$ cat config.mk
export PLATFORM = sky130hd
export DESIGN_NAME = rstcause_csr
export DESIGN_NICKNAME = d
export VERILOG_FILES = /design/src/rtl/rstcause_pkg.sv /design/src/rtl/csr_bus_port.sv /design/src/rtl/rstcause_flags.sv /design/src/rtl/lsosc_settle.sv /design/src/rtl/rstcause_csr.sv
export SDC_FILE = /design/constraint.sdc
export NUM_CORES = 1
export LEC_CHECK = 0
export BUFFER_PORTS_ARGS = -buffer_cell sky130_fd_sc_hd__buf_2
export CORE_MARGIN = 4
export CORE_UTILIZATION = 35
export CTS_BUF_LIST = sky130_fd_sc_hd__clkbuf_8
export DETAILED_ROUTE_END_ITERATION = 12
export PLACE_DENSITY = 0.79
export SLEW_MARGIN = 10
export SYNTH_ARGS = -nofsm -noshare
export SYNTH_HDL_FRONTEND = slang
export SYNTH_SLANG_ARGS = --single-unit
export TNS_END_PERCENT = 50
$ cat constraint.sdc
create_clock -name clk -period 1.4 [get_ports clk]
set_input_delay 0.07 -clock clk [delete_from_list [all_inputs] [get_ports clk]]
set_output_delay 0.07 -clock clk [all_outputs]
set_load 0.01 [all_outputs]
$ cat src/rtl/rstcause_pkg.sv
package rstcause_pkg;

  localparam int REG_W    = 32;
  localparam int N_FLAGS  = 7;
  localparam int FLAG_LSB = 25;
  localparam int RMV_BIT  = 24;
  localparam int RDY_BIT  = 1;
  localparam int EN_BIT   = 0;

  // flags set by power-on: power-on (2), pin (1), brownout (0)
  localparam logic [N_FLAGS-1:0] FLAG_POR_INIT = 7'b000_0111;

  // Assemble the visible register value from its live fields.
  function automatic logic [REG_W-1:0] pack_csr(input logic [N_FLAGS-1:0] flags,
                                                input logic en,
                                                input logic rdy);
    logic [REG_W-1:0] v;
    v = '0;
    v[FLAG_LSB +: N_FLAGS] = flags;
    v[RDY_BIT] = rdy;
    v[EN_BIT]  = en;
    return v;
  endfunction

  // Number of oscillator ticks needed to move ready toward enable.
  function automatic int settle_len(input logic en, input int rise, input int fall);
    return en ? rise : fall;
  endfunction

  // Next value of the sticky flags: a clear is overridden by same-cycle events.
  function automatic logic [N_FLAGS-1:0] next_flags(input logic [N_FLAGS-1:0] cur,
                                                    input logic clr,
                                                    input logic [N_FLAGS-1:0] evt);
    return (clr ? '0 : cur) | evt;
  endfunction

endpackage

$ cat src/rtl/csr_bus_port.sv
module csr_bus_port
  import rstcause_pkg::*;
#(
  parameter int SUCC_WAIT = 3
) (
  input  logic       clk,
  input  logic       rst_n,
  input  logic       req,
  input  logic       we,
  input  logic [3:0] be,
  input  logic       rmv_data,
  input  logic       en_data,
  output logic       ack,
  output logic       clr_flags,
  output logic       en_wr,
  output logic       en_wdata
);

  localparam int WW = $clog2(SUCC_WAIT + 2);

  logic [WW-1:0] wcnt;

  assign ack       = req && (wcnt == '0);
  assign clr_flags = ack && we && be[RMV_BIT/8] && rmv_data;
  assign en_wr     = ack && we && be[EN_BIT/8];
  assign en_wdata  = en_data;

  always_ff @(posedge clk or negedge rst_n) begin
    if (!rst_n) begin
      wcnt <= '0;
    end else if (ack) begin
      wcnt <= WW'(SUCC_WAIT);
    end else if (wcnt != '0) begin
      wcnt <= wcnt - 1'b1;
    end
  end

endmodule

$ cat src/rtl/rstcause_flags.sv
module rstcause_flags
  import rstcause_pkg::*;
(
  input  logic               clk,
  input  logic               por_n,
  input  logic [N_FLAGS-1:0] evt,
  input  logic               clr,
  output logic [N_FLAGS-1:0] flags
);

  always_ff @(posedge clk or negedge por_n) begin
    if (!por_n) begin
      flags <= FLAG_POR_INIT;
    end else begin
      flags <= next_flags(flags, clr, evt);
    end
  end

endmodule

$ cat src/rtl/lsosc_settle.sv
module lsosc_settle
  import rstcause_pkg::*;
#(
  parameter int RISE_TICKS = 8,
  parameter int FALL_TICKS = 6
) (
  input  logic clk,
  input  logic rst_n,
  input  logic en,
  input  logic tick,
  output logic rdy
);

  localparam int MAXT = (RISE_TICKS > FALL_TICKS) ? RISE_TICKS : FALL_TICKS;
  localparam int CW   = $clog2(MAXT + 1);

  logic [CW-1:0] cnt;
  logic [CW-1:0] last;

  assign last = CW'(settle_len(en, RISE_TICKS, FALL_TICKS) - 1);

  always_ff @(posedge clk or negedge rst_n) begin
    if (!rst_n) begin
      cnt <= '0;
      rdy <= 1'b0;
    end else if (en == rdy) begin
      cnt <= '0;
    end else if (tick) begin
      if (cnt == last) begin
        rdy <= en;
        cnt <= '0;
      end else begin
        cnt <= cnt + 1'b1;
      end
    end
  end

endmodule

$ cat src/rtl/rstcause_csr.sv
module rstcause_csr
  import rstcause_pkg::*;
#(
  parameter int RISE_TICKS = 8,
  parameter int FALL_TICKS = 6,
  parameter int SUCC_WAIT  = 3
) (
  input  logic               clk,
  input  logic               por_n,
  input  logic               sys_rst_n,
  input  logic [N_FLAGS-1:0] rst_evt,
  input  logic               bus_req,
  input  logic               bus_we,
  input  logic [3:0]         bus_be,
  input  logic [REG_W-1:0]   bus_wdata,
  output logic [REG_W-1:0]   bus_rdata,
  output logic               bus_ack,
  input  logic               osc_tick,
  output logic               osc_en
);

  // system domain: cleared by either reset
  logic sys_n;
  assign sys_n = sys_rst_n & por_n;

  // named internal events
  logic               clr_flags;
  logic               en_wr;
  logic               en_wdata;
  logic [N_FLAGS-1:0] flags;
  logic               osc_rdy;
  logic               en_q;

  logic unused_wdata;
  assign unused_wdata = ^{bus_wdata[REG_W-1:RMV_BIT+1], bus_wdata[RMV_BIT-1:EN_BIT+1],
                          bus_be[2:1]};

  csr_bus_port #(.SUCC_WAIT(SUCC_WAIT)) u_bus (
    .clk      (clk),
    .rst_n    (sys_n),
    .req      (bus_req),
    .we       (bus_we),
    .be       (bus_be),
    .rmv_data (bus_wdata[RMV_BIT]),
    .en_data  (bus_wdata[EN_BIT]),
    .ack      (bus_ack),
    .clr_flags(clr_flags),
    .en_wr    (en_wr),
    .en_wdata (en_wdata)
  );

  rstcause_flags u_flags (
    .clk  (clk),
    .por_n(por_n),
    .evt  (rst_evt),
    .clr  (clr_flags),
    .flags(flags)
  );

  always_ff @(posedge clk or negedge sys_n) begin
    if (!sys_n) begin
      en_q <= 1'b0;
    end else if (en_wr) begin
      en_q <= en_wdata;
    end
  end

  lsosc_settle #(.RISE_TICKS(RISE_TICKS), .FALL_TICKS(FALL_TICKS)) u_settle (
    .clk  (clk),
    .rst_n(sys_n),
    .en   (en_q),
    .tick (osc_tick),
    .rdy  (osc_rdy)
  );

  assign osc_en    = en_q;
  assign bus_rdata = pack_csr(flags, en_q, osc_rdy);

endmodule

# Yosys cells after proc, flatten, opt, wreduce, memory -nomap -nowiden
# Cells that the tools add are included.
# Widths: inputs -> output; s select.
# totals
word_cells,30
inputBits,49
out_inout_bits,34
reg_bits,16
# classes
n_reduce_logical,10
n_mux,7
bitwise_logic,3
n_addsub,3
n_eq_ne,2
# ops
op,n
$mux 4,4
$mux 7,1
$or 7x7->7,1
$mux 3,2
$logic_and 1x1->1,5
$add 4x1->4 const B,1
$eq 4x4->1,1
$reduce_bool 2->1,2
$sub 4x2->4 const B,1
$logic_not 3->1,1
$reduce_and 3->1,1
$reduce_bool 3->1,1
$sub 3x1->3 const B,1
$and 1x1->1,1
$eq 1x1->1,1
$not 1->1,1

# Logic depth before layout (Yosys ltp)
# Gate-level depths: netlist of the first run.
# depth
depth_word,7
depth_mapped,6
mapped_depth_nobuf,6

# Modules after synthesis
# Synthesis of the first run repeated with hierarchy kept, for this count alone.
# hier_totals
hier_cells,94
area_unflattened_um2,972.2
# modules_own_cells
mod,cells_per_inst,seq_area_each_um2,n_inst,area_each_um2
lsosc_settle,32,125.1,1,315.3
rstcause_csr,29,25.0,1,237.7
rstcause_flags,15,178.9,1,235.2
csr_bus_port,18,75.1,1,183.9

# Least setup slack after synthesis of the first run
# OpenSTA, ideal clock, no wires.
# synth_timing
kind,flip-flop to flip-flop
start,reg u_bus.wcnt[0]
end,reg en_q (netlist: osc_en)
setup_time_ns,0.125
period_less_slack_ns,1.450
n_path_buf,0
setup_slack_ns,-0.050
arrival_time_ns,1.325
stages_incl_launch_ff,7
required_time_ns,1.275
path_cell_list,dfrtp_1 > inv_1 > ha_1 > ha_1 > and3_1 > nand2_1 > mux2_2
# synth_between
elab_chain_len,4
# synth_rtl
item,line,source
from (decl),csr_bus_port.sv:21,logic [WW-1:0] wcnt;
from (signal assigned),csr_bus_port.sv:32,wcnt <= WW'(SUCC_WAIT);
from (signal assigned),csr_bus_port.sv:34,wcnt <= wcnt - 1'b1;
$logic_not 3->1,csr_bus_port.sv:23,assign ack = req && (wcnt == '0);
$logic_and 1x1->1,csr_bus_port.sv:23,
$logic_and 1x1->1 (2 in a row),csr_bus_port.sv:25,assign en_wr = ack && we && be[EN_BIT/8];
to (signal assigned),rstcause_csr.sv:64,en_q <= en_wdata;
to (decl),rstcause_csr.sv:32,logic en_q;
# No other way between the ends.
# A chain may end at the register's enable or synchronous reset.

# Final worst setup path of the first run
# layout_timing
start,reg u_bus.wcnt[1]
end,reg en_q (netlist: osc_en)
# The elaborated chain is that of the path after synthesis.

==> results of run 1 <==
## what timing repair did
item                                    4_1_cts  5_1_grt
gates resized for setup                       3        0
pin swaps                                     4        5
hold buffers                                  4        0
endpoints found under the setup margin        8        9
endpoints found under the hold margin        18        0
setup buffers                                 2        1
cloned                                        0        0
## per-stage QoR
stage,hold slack (ns),power [mW]
floorplan,-0.226,1.16
global placement,-0.0945,1.25
detailed placement,-0.0906,1.31
CTS,0.00252,1.78
global route,0.00462,1.93
finish,0.0000588,1.79
## registers in the layout (all words and copies together) (netlist names)
| register | cells |
|---|---|
| u_flags.flags | 7 |
| u_bus.wcnt | 3 |
| u_settle.rdy | 1 |
| u_settle.cnt | 4 |
| osc_en | 1 |
## power by group through the flow
stage	clock [mW]	sequential (mW)	combinational (mW)
global route	0.429	0.699	0.797
detailed placement	0	0.685	0.621
floorplan	0	0.686	0.478
global placement	0	0.676	0.577
finish	0.403	0.681	0.708
CTS	0.411	0.677	0.695
## logic make-up (layout without fill, tap and decap cells)
family,Yosys count,after routing,share of synthesized area
flops,16,16,0.434
fa+ha+maj,3,3,0.0403
xor+xnor,4,4,0.0376
other cells,1,23,0.00403
mux,2,2,0.0228
buf+inv,31,45,0.231
simple gates,20,20,0.116
compound gates,16,16,0.114
## Yosys cell counts (all sizes together), types with 3 or more instances
cell / instances / area (sq um)
inv: 4 / 15.0
dfstp: 3 / 78.8
ha: 3 / 37.5
a21o: 7 / 52.6
buf: 27 / 200
xnor2: 3 / 26.3
o21ai: 3 / 15.0
dfrtp: 13 / 325
nand2: 7 / 26.3
## area by class of cell
type / instances / area (sq um) / share of cell area
inverters: 4 / 15.0 / 0.0129
multi-input cells: 68 / 429 / 0.370
repair buffers: 37 / 220 / 0.190
clock buffers: 4 / 55.1 / 0.0474
well taps: 30 / 37.5 / 0.0323
flip-flops and latches: 16 / 404 / 0.348
## how the worst max path moves through the flow
stage | from | to | depth (start not counted)
after floorplan | u_bus.wcnt[0]$_DFFE_PN0P_ | osc_en$_DFFE_PN0P_ | 6
after detailed placement | u_bus.wcnt[0]$_DFFE_PN0P_ | u_flags.flags[3]$_DFF_PN0_ | 6
after global placement | u_bus.wcnt[0]$_DFFE_PN0P_ | u_flags.flags[3]$_DFF_PN0_ | 6
final | u_bus.wcnt[1]$_DFFE_PN0P_ | osc_en$_DFFE_PN0P_ | 6
after CTS | u_bus.wcnt[1]$_DFFE_PN0P_ | osc_en$_DFFE_PN0P_ | 6
after global routing | u_bus.wcnt[1]$_DFFE_PN0P_ | osc_en$_DFFE_PN0P_ | 6
## metal layers
layer	GRT usage	wire length [um]	up-vias
met5	0	0	-
met4	0.0380	22	0
met3	0.0240	136	4
met2	0.189	914	32
met1	0.112	629	315
li1	-	-	335
==> impl_metrics.tcl, run 1 <==
set metrics [dict create \
    run_status "complete, no violations" \
    grt_start_max_net_pins 10 \
    grt_pass1_vias 693 \
    cp_data_arrival_time_ns 1.52 \
    hold_depth 2 \
    fmax_ghz 0.722 \
    synthesis.area_sq_um 931 \
    synth_edf_count 0 \
    critPathTopFamily "flip-flops" \
    hpwl_um 1390 \
    wl_um 1700 \
    ys_types 27 \
    post_drt_wl_per_cell_um 10.7 \
    pwr-share-clk 0.225 \
    r2r_start "u_bus.wcnt[1]$_DFFE_PN0P_" \
    die_w_um 59.6 \
    switchingPower_uw 601 \
    yosys_most_used_dff "dfrtp_1" \
    tns_ns 0 \
    drive_above_1_share 0.357 \
    clock_sinks 16 \
    path_class "reg -> reg" \
    start_util 0.372 \
    ioPinCount 83 \
    path_max_fanout 3 \
    worst_r2r_endpoint "osc_en$_DFFE_PN0P_" \
    slowest_stage "dfrtp_1" \
    rsz0062_at_grt "true" \
    required_ns 1.53 \
    nNetsFinal 182 \
    drv_cap 0 \
    cts_buffer_depth 2 \
    fin_crit_ns 1.38 \
    hp-class "in -> reg" \
    antenna_cells 0 \
    place_area_sq_um 1020 \
    clock_latency_ns 0.25 \
    finalInstanceArea_sq_um 1160 \
    start_kind "register" \
    cts.reportedPaths.clkPinSlew_ns 0.06 \
    reg2reg_slack_ns 0.02 \
    timing_hold_violations_final 0 \
    end_kind "register" \
    drc 0 \
    final_cells 159 \
    seqPwrFrac 0.380 \
    grt_pass1_wl_um 2810 \
    sw_frac_of_total 0.336 \
    holdPathEnd "u_flags.flags[5]$_DFF_PN0_" \
    finalWorstSetupSlack_ns 0.0153 \
    p_comb_frac 0.395 \
    globalplace.congestion 0.673 \
    dieArea_sq_um 3550 \
    seq_area_frac_synth 0.434 \
    async_flop_share 1.00 \
    cts_max_level 1 \
    antenna_found_initial 0 \
    cpPeakStageDelay_ns 0.35 \
    die_y_um 59.6 \
    overflow 0 \
    port_buffers 27 \
    crit_chain "inv_1 > ha_2 > ha_4 > and3_4 > nand2_2 > mux2_2" \
    postSynthCellCount 93 \
    fin_util 0.464 \
    core_sq_um 2500 \
    cp.buffers_inverters 1 \
    fp-row-count 18 \
    cts_tree "built" \
    layout_commonest_cell "buf_2" \
    slew_violations 0 \
    area_growth_pct 24.7 \
    syn_area_per_cell_sq_um 10.0 \
    drt_pass1_iterations 4 \
    ys_seq_elements 16 \
    powerDensity_nw_per_um2 1540 \
    first_iter_violations 4 \
    numCtsBuffers 3 \
    leakagePower_nw 0.548 \
    ff2ff_path_depth 6 \
    cts-root-buf "clkbuf_8" \
    p_int_mw 1.19 \
    layout_common_cells "27 x buf_2, 23 x conb_1, 13 x dfrtp_1" \
    dpl.cell_count 148 \
    detail-route-antenna-nets 0 \
    fillCellCount 233 \
    finalCritPeriodShare 0.989 \
    pre_cts_ws_ns -0.0758 \
    track_usage 0.102 \
    vias 686 \
    finalSetupViolations 0 \
    min_from "rst_evt[5]" \
    yosys_warnings 0 \
    skew_ns 0.00202 \
    vdd_drop_max_v 0.000873 \
    via_per_inst 4.31 \
]
(Power assumes the default switching activity.)
==> run 2: changes to the inputs <==
ABC_AREA = 1   (was default)
CELL_PAD_IN_SITES_DETAIL_PLACEMENT = 1   (was default)
CELL_PAD_IN_SITES_GLOBAL_PLACEMENT = 1   (was default)
CORE_UTILIZATION = 23   (was 35)
PLACE_DENSITY = default   (was 0.79)
PLACE_DENSITY_LB_ADDON = 0.1   (was default)
SKIP_CTS_REPAIR_TIMING = 1   (was default)
==> run 2 against run 1 <==
Compared with the run above:
- the run now ends with negative hold slack left
- sequential share of layout area shrank 1.5 points
- design area rose by 4.6%
- sequential power rose by 3.8%
- global-route usage down 2.1 points
- first-iteration DRC count rose to 6.8 times the previous value
- clock power down 13%
- cell count is 28% higher
- flip-flop and latch count stayed put
- via count is 13% higher
- non-clock buffer count down 8
- wire length grew 28%
- critical path type is now reg -> out
==> impl_metrics.tcl, run 2 <==
set metrics [dict create \
    first_iter_violations 27 \
    die_w_um 74.1 \
    end_kind "primary output" \
    fp-row-count 23 \
    area_growth_pct 20.9 \
    multiInputGateArea_sq_um 470 \
    synth_xor_area_frac 0.00872 \
    ioPinCount 83 \
    fin_crit_ns 1.31 \
    core_sq_um 4120 \
    critPathTopFamily "flip-flops" \
    overflow 0 \
    synth.area.mux_share 0 \
    cpPeakStageDelay_ns 0.37 \
    cts_buffer_depth 2 \
    vias 778 \
    vdd_drop_max_v 0.000377 \
    nNetsFinal 206 \
    hpwl_um 1820 \
    async_flop_share 1.00 \
    cts_max_level 1 \
    timing_hold_violations_final 1 \
    slowest_stage "dfrtp_1" \
    seq_area_frac_synth 0.402 \
    path_max_fanout 3 \
    yosys_most_used_dff "dfrtp_1" \
    grt_pass1_vias 803 \
    globalplace.congestion 0.695 \
    via_per_inst 3.83 \
    synth_area_leaders "dfrtp_1 32%, buf_4 19%, nand2_1 13%, dfstp_2 7.8%, inv_1 6.4%" \
    skew_ns 0.00299 \
    synth-compound-area-share 0.0262 \
    powerDensity_nw_per_um2 1470 \
    antenna_found_initial 0 \
    grt_start_max_net_pins 10 \
    finalCritPeriodShare 0.933 \
    reg_top3 "u_flags.flags x7, u_settle.cnt x4, u_bus.wcnt x3" \
    antenna_cells 0 \
    drc 0 \
    syn_area_per_cell_sq_um 8.17 \
    total_power_mw 1.79 \
    pre_cts_ws_ns -0.0366 \
    ys_seq_elements 16 \
    leakagePower_nw 0.668 \
    cp.buffers_inverters 3 \
    clock_latency_ns 0.25 \
    start_util 0.244 \
    cts.reportedPaths.clkPinSlew_ns 0.06 \
    drt_pass1_iterations 2 \
    largest_reg_flops 7 \
    path_class "reg -> out" \
    regMostFlops "u_flags.flags" \
    drive_above_1_share 0.340 \
    track_usage 0.0816 \
    port_buffers 27 \
    cts_tree "built" \
    crit_chain "inv_2 > ha_4 > ha_4 > nand2_1 > inv_2 > buf_6" \
    finalSetupViolations 0 \
    holdWs_ns -0.000649 \
    fmax_ghz 0.766 \
    violations "negative hold slack" \
    layout_commonest_cell "nand2_1" \
    synth_edf_count 0 \
    hp-class "in -> reg" \
    detail-route-antenna-nets 0 \
    yosys.area.top_type "dfrtp_1" \
    fillCellCount 513 \
    yosys_warnings 0 \
    dieArea_sq_um 5490 \
    start_kind "register" \
    synth.top_cells.by_count "34 x nand2_1, 25 x buf_4, 17 x inv_1" \
    synthSimpleGateAreaFrac 0.264 \
    synthesis.area_sq_um 1000 \
    cts-root-buf "clkbuf_8" \
    synth_most_common_cell "nand2_1" \
    postSynthCellCount 123 \
    required_ns 1.33 \
    drv_cap 0 \
    synth_top_area_frac 0.324 \
    register_area_sq_um 404 \
    grt_pass1_wl_um 3530 \
    die_y_um 74.1 \
    slew_violations 0 \
    ys_types 21 \
    clock_sinks 16 \
    post_drt_wl_per_cell_um 10.7 \
    layout_common_cells "31 x nand2_1, 26 x buf_2, 23 x conb_1" \
    cp_data_arrival_time_ns 1.24 \
    finalWorstSetupSlack_ns 0.0937 \
    run_status "complete, but fails checks" \
    synth_top_family_by_area "simple AND/OR/NAND/NOR gates" \
    reg2reg_slack_ns 0.10 \
    synthAdderAreaFrac 0.0374 \
    numCtsBuffers 3 \
    wl_um 2170 \
]
run 2: area by class of cell:
cell class / count / area share
Clock inverter: 1 / 0.00309
Clock buffer: 3 / 0.0340
Multi-Input combinational cell: 85 / 0.387
Timing Repair Buffer: 29 / 0.133
Inverter: 19 / 0.0587
Tap cell: 50 / 0.0515
Sequential cell: 16 / 0.333
run 2: worst min-delay path, delay by kind of cell:
kind / cells / cell delay [ns]
and+or+nand+nor: 1 / 0.04
buffers and inverters: 2 / 0.13
run 2: power breakdown:
part	switching, mW	internal (mW)
registers	0.126	0.581
logic	0.442	0.293
clock network	0.156	0.194
total	0.723	1.07
run 2: through the flow:
step                utilization  std cells  setup TNS (ns)  cell area [sq um]
floorplan                     -        145               0               1090
global placement          0.267        197               0               1100
detailed placement        0.267        197         -0.0819               1100
CTS                       0.278        201          -0.113               1140
global route              0.295        203        -0.00804               1210
finish                    0.295        203               0               1210
run 2: kinds of logic after synthesis:
logic type | after synthesis
AND/OR/NAND/NOR | 53
buffers and inverters | 44
flip-flops | 16
AO/OA/AOI/OAI | 5
adder cells (fa/ha/maj) | 3
XOR/XNOR | 1
other | 1
run 2: path summary, 6_finish.rpt:
| kind | to | cells past startpoint | startpoint |
|---|---|---|---|
| max reg2reg | u_flags.flags[6]$_DFF_PN0_ | 8 | u_bus.wcnt[0]$_DFFE_PN0P_ |
| min reg2reg | u_flags.flags[0]$_DFF_PN1_ | 2 | u_flags.flags[0]$_DFF_PN1_ |
| min | u_flags.flags[2]$_DFF_PN1_ | 3 | rst_evt[2] |
| max | bus_ack | 6 | u_bus.wcnt[0]$_DFFE_PN0P_ |
| max in group asynchronous | u_settle.cnt[2]$_DFFE_PN0P_ | 4 | por_n |
| min in group asynchronous | u_flags.flags[4]$_DFF_PN0_ | 2 | por_n |
run 2: layer usage:
| metal | vias to the layer above | routed length (um) | GRT usage |
|---|---|---|---|
| met2 | 34 | 1060 | 0.136 |
| met4 | 0 | 0 | 0.0181 |
| li1 | 385 | - | - |
| met5 | - | 0 | 0 |
| met1 | 359 | 912 | 0.101 |
| met3 | 0 | 202 | 0.0297 |
==> run 3: changes to the inputs <==
clock period = 1.2 ns   (was 1.4 ns; I/O delays follow)
==> run 3 against run 2 <==
Compared with the run above:
- the run ends with negative hold slack, negative setup slack left
- highest routed layer is now met4
- non-clock buffer count is 6 higher
- cell count is 3.0% higher
- sequential share of layout area is 2.0 points lower
- via count is 3.2% higher
- count of clock-buffer cells in the layout is 1 higher
- setup slack worse by 0.16 ns
- register-to-register slack worse by 0.16 ns
- critical path depth stayed put
- total power is 28% higher
- die area stayed put
- first-iteration DRC count is 56% lower
==> impl_metrics.tcl, run 3 (synthesized netlist as in run 2, its figures left out) <==
set metrics [dict create \
    run_status "complete, but fails checks" \
    violations "negative hold slack, negative setup slack" \
    fin_util 0.314 \
    skew_ns 0.000982 \
    register_area_sq_um 404 \
    finalWorstSetupSlack_ns -0.0670 \
    core_sq_um 4120 \
    drive_above_1_share 0.365 \
    path_class "reg -> out" \
    port_buffers 27 \
    leakagePower_nw 0.705 \
    start_kind "register" \
    wl_um 2260 \
    start_util 0.244 \
    fillCellCount 513 \
    pre_cts_ws_ns -0.0859 \
    required_ns 1.14 \
    track_usage 0.0865 \
    grt_start_max_net_pins 10 \
    cpPeakStageDelay_ns 0.38 \
    place_area_sq_um 1150 \
    fp-row-count 23 \
    slew_violations 0 \
    finalCritPeriodShare 1.06 \
    die_y_um 74.1 \
    slowest_stage "dfrtp_1" \
    cp_common_cell "ha_4" \
    crit_chain "inv_2 > ha_4 > ha_4 > nand2_4 > inv_4 > buf_6" \
    layout_common_cells "31 x nand2_1, 26 x buf_2, 23 x conb_1" \
    clock_latency_ns 0.24 \
    vias 803 \
    globalplace.congestion 0.695 \
    regMostFlops "u_flags.flags" \
    antenna_found_initial 0 \
    dieArea_sq_um 5490 \
    holdWs_ns -0.00692 \
    cts_max_level 1 \
    hp-class "in -> reg" \
    path_max_fanout 3 \
    clock_sinks 16 \
    numCtsBuffers 3 \
    cp.buffers_inverters 3 \
    fmax_ghz 0.789 \
    multiInputGateArea_sq_um 482 \
    area_growth_pct 28.8 \
    hpwl_um 1860 \
    detail-route-antenna-nets 0 \
    total_power_mw 2.30 \
    cts_tree "built" \
    end_kind "primary output" \
    reg_top3 "u_flags.flags x7, u_settle.cnt x4, u_bus.wcnt x3" \
    drv_cap 0 \
    powerDensity_nw_per_um2 1780 \
    first_iter_violations 12 \
    post_drt_wl_per_cell_um 10.8 \
    drt_pass1_iterations 2 \
    finalInstanceArea_sq_um 1290 \
    largest_reg_flops 7 \
    antenna_cells 0 \
    cts.reportedPaths.clkPinSlew_ns 0.07 \
    dpl.cell_count 199 \
    final_cells 209 \
    drc 0 \
    cts-root-buf "clkbuf_8" \
    layout_commonest_cell "nand2_1" \
    overflow 0 \
    die_w_um 74.1 \
    rsz0062_at_grt "true" \
    fin_crit_ns 1.27 \
    grt_pass1_vias 825 \
    finalSetupViolations 10 \
    via_per_inst 3.84 \
    timing_hold_violations_final 2 \
    ioPinCount 83 \
    cp_data_arrival_time_ns 1.21 \
    grt_pass1_wl_um 3730 \
    critPathTopFamily "flip-flops" \
    vdd_drop_max_v 0.000379 \
    nNetsFinal 212 \
    cts_buffer_depth 2 \
]
-- run 3: power breakdown --
part	internal (mW)	switching [mW]	total [mW]
sequential	0.678	0.151	0.829
combinational	0.433	0.556	0.990
clock	0.291	0.189	0.480
total	1.40	0.896	2.30
-- run 3: stage by stage --
| stage | hold slack, ns | TNS (ns) |
|---|---|---|
| after floorplan | -0.236 | -0.00777 |
| after global placement | -0.0855 | -0.220 |
| after detailed placement | -0.0840 | -0.486 |
| after CTS | -0.354 | -0.752 |
| after global routing | 0.00602 | -1.37 |
| final | -0.00692 | -0.361 |
-- run 3: path summary, 6_finish.rpt --
check / cells past startpoint / start / end / slack [ns]
min in group asynchronous: 2 / por_n / u_flags.flags[5]$_DFF_PN0_ / 0.20
max in group asynchronous: 4 / por_n / u_settle.cnt[2]$_DFFE_PN0P_ / 0.44
worst min register to register: 2 / u_flags.flags[2]$_DFF_PN1_ / u_flags.flags[2]$_DFF_PN1_ / 0.46
worst max register to register: 7 / u_bus.wcnt[1]$_DFFE_PN0P_ / u_bus.wcnt[1]$_DFFE_PN0P_ / -0.06
worst min-delay path: 3 / rst_evt[0] / u_flags.flags[0]$_DFF_PN1_ / -0.007
worst max-delay path: 6 / u_bus.wcnt[1]$_DFFE_PN0P_ / bus_ack / -0.07
-- run 3: final cells by class --
type	instances	area share
clock buffer	4	0.0426
tap	50	0.0484
multi-input combinational	85	0.372
inverter	19	0.0571
timing repair buffer	35	0.167
sequential	16	0.312
-- run 3: tightest hold or removal path, cell delays in order --
cell,delay (ns)
buf_2,0.09
inv_1,0.04
nand2_1,0.04
-- run 3: layer usage --
| layer | GRT usage | vias to the layer above | share of wire |
|---|---|---|---|
| met2 | 0.142 | 35 | 0.49 |
| met4 | 0.0241 | 0 | 0.0044 |
| met5 | 0 | - | 0 |
| met3 | 0.0284 | 2 | 0.092 |
| met1 | 0.109 | 372 | 0.42 |
| li1 | - | 394 | - |
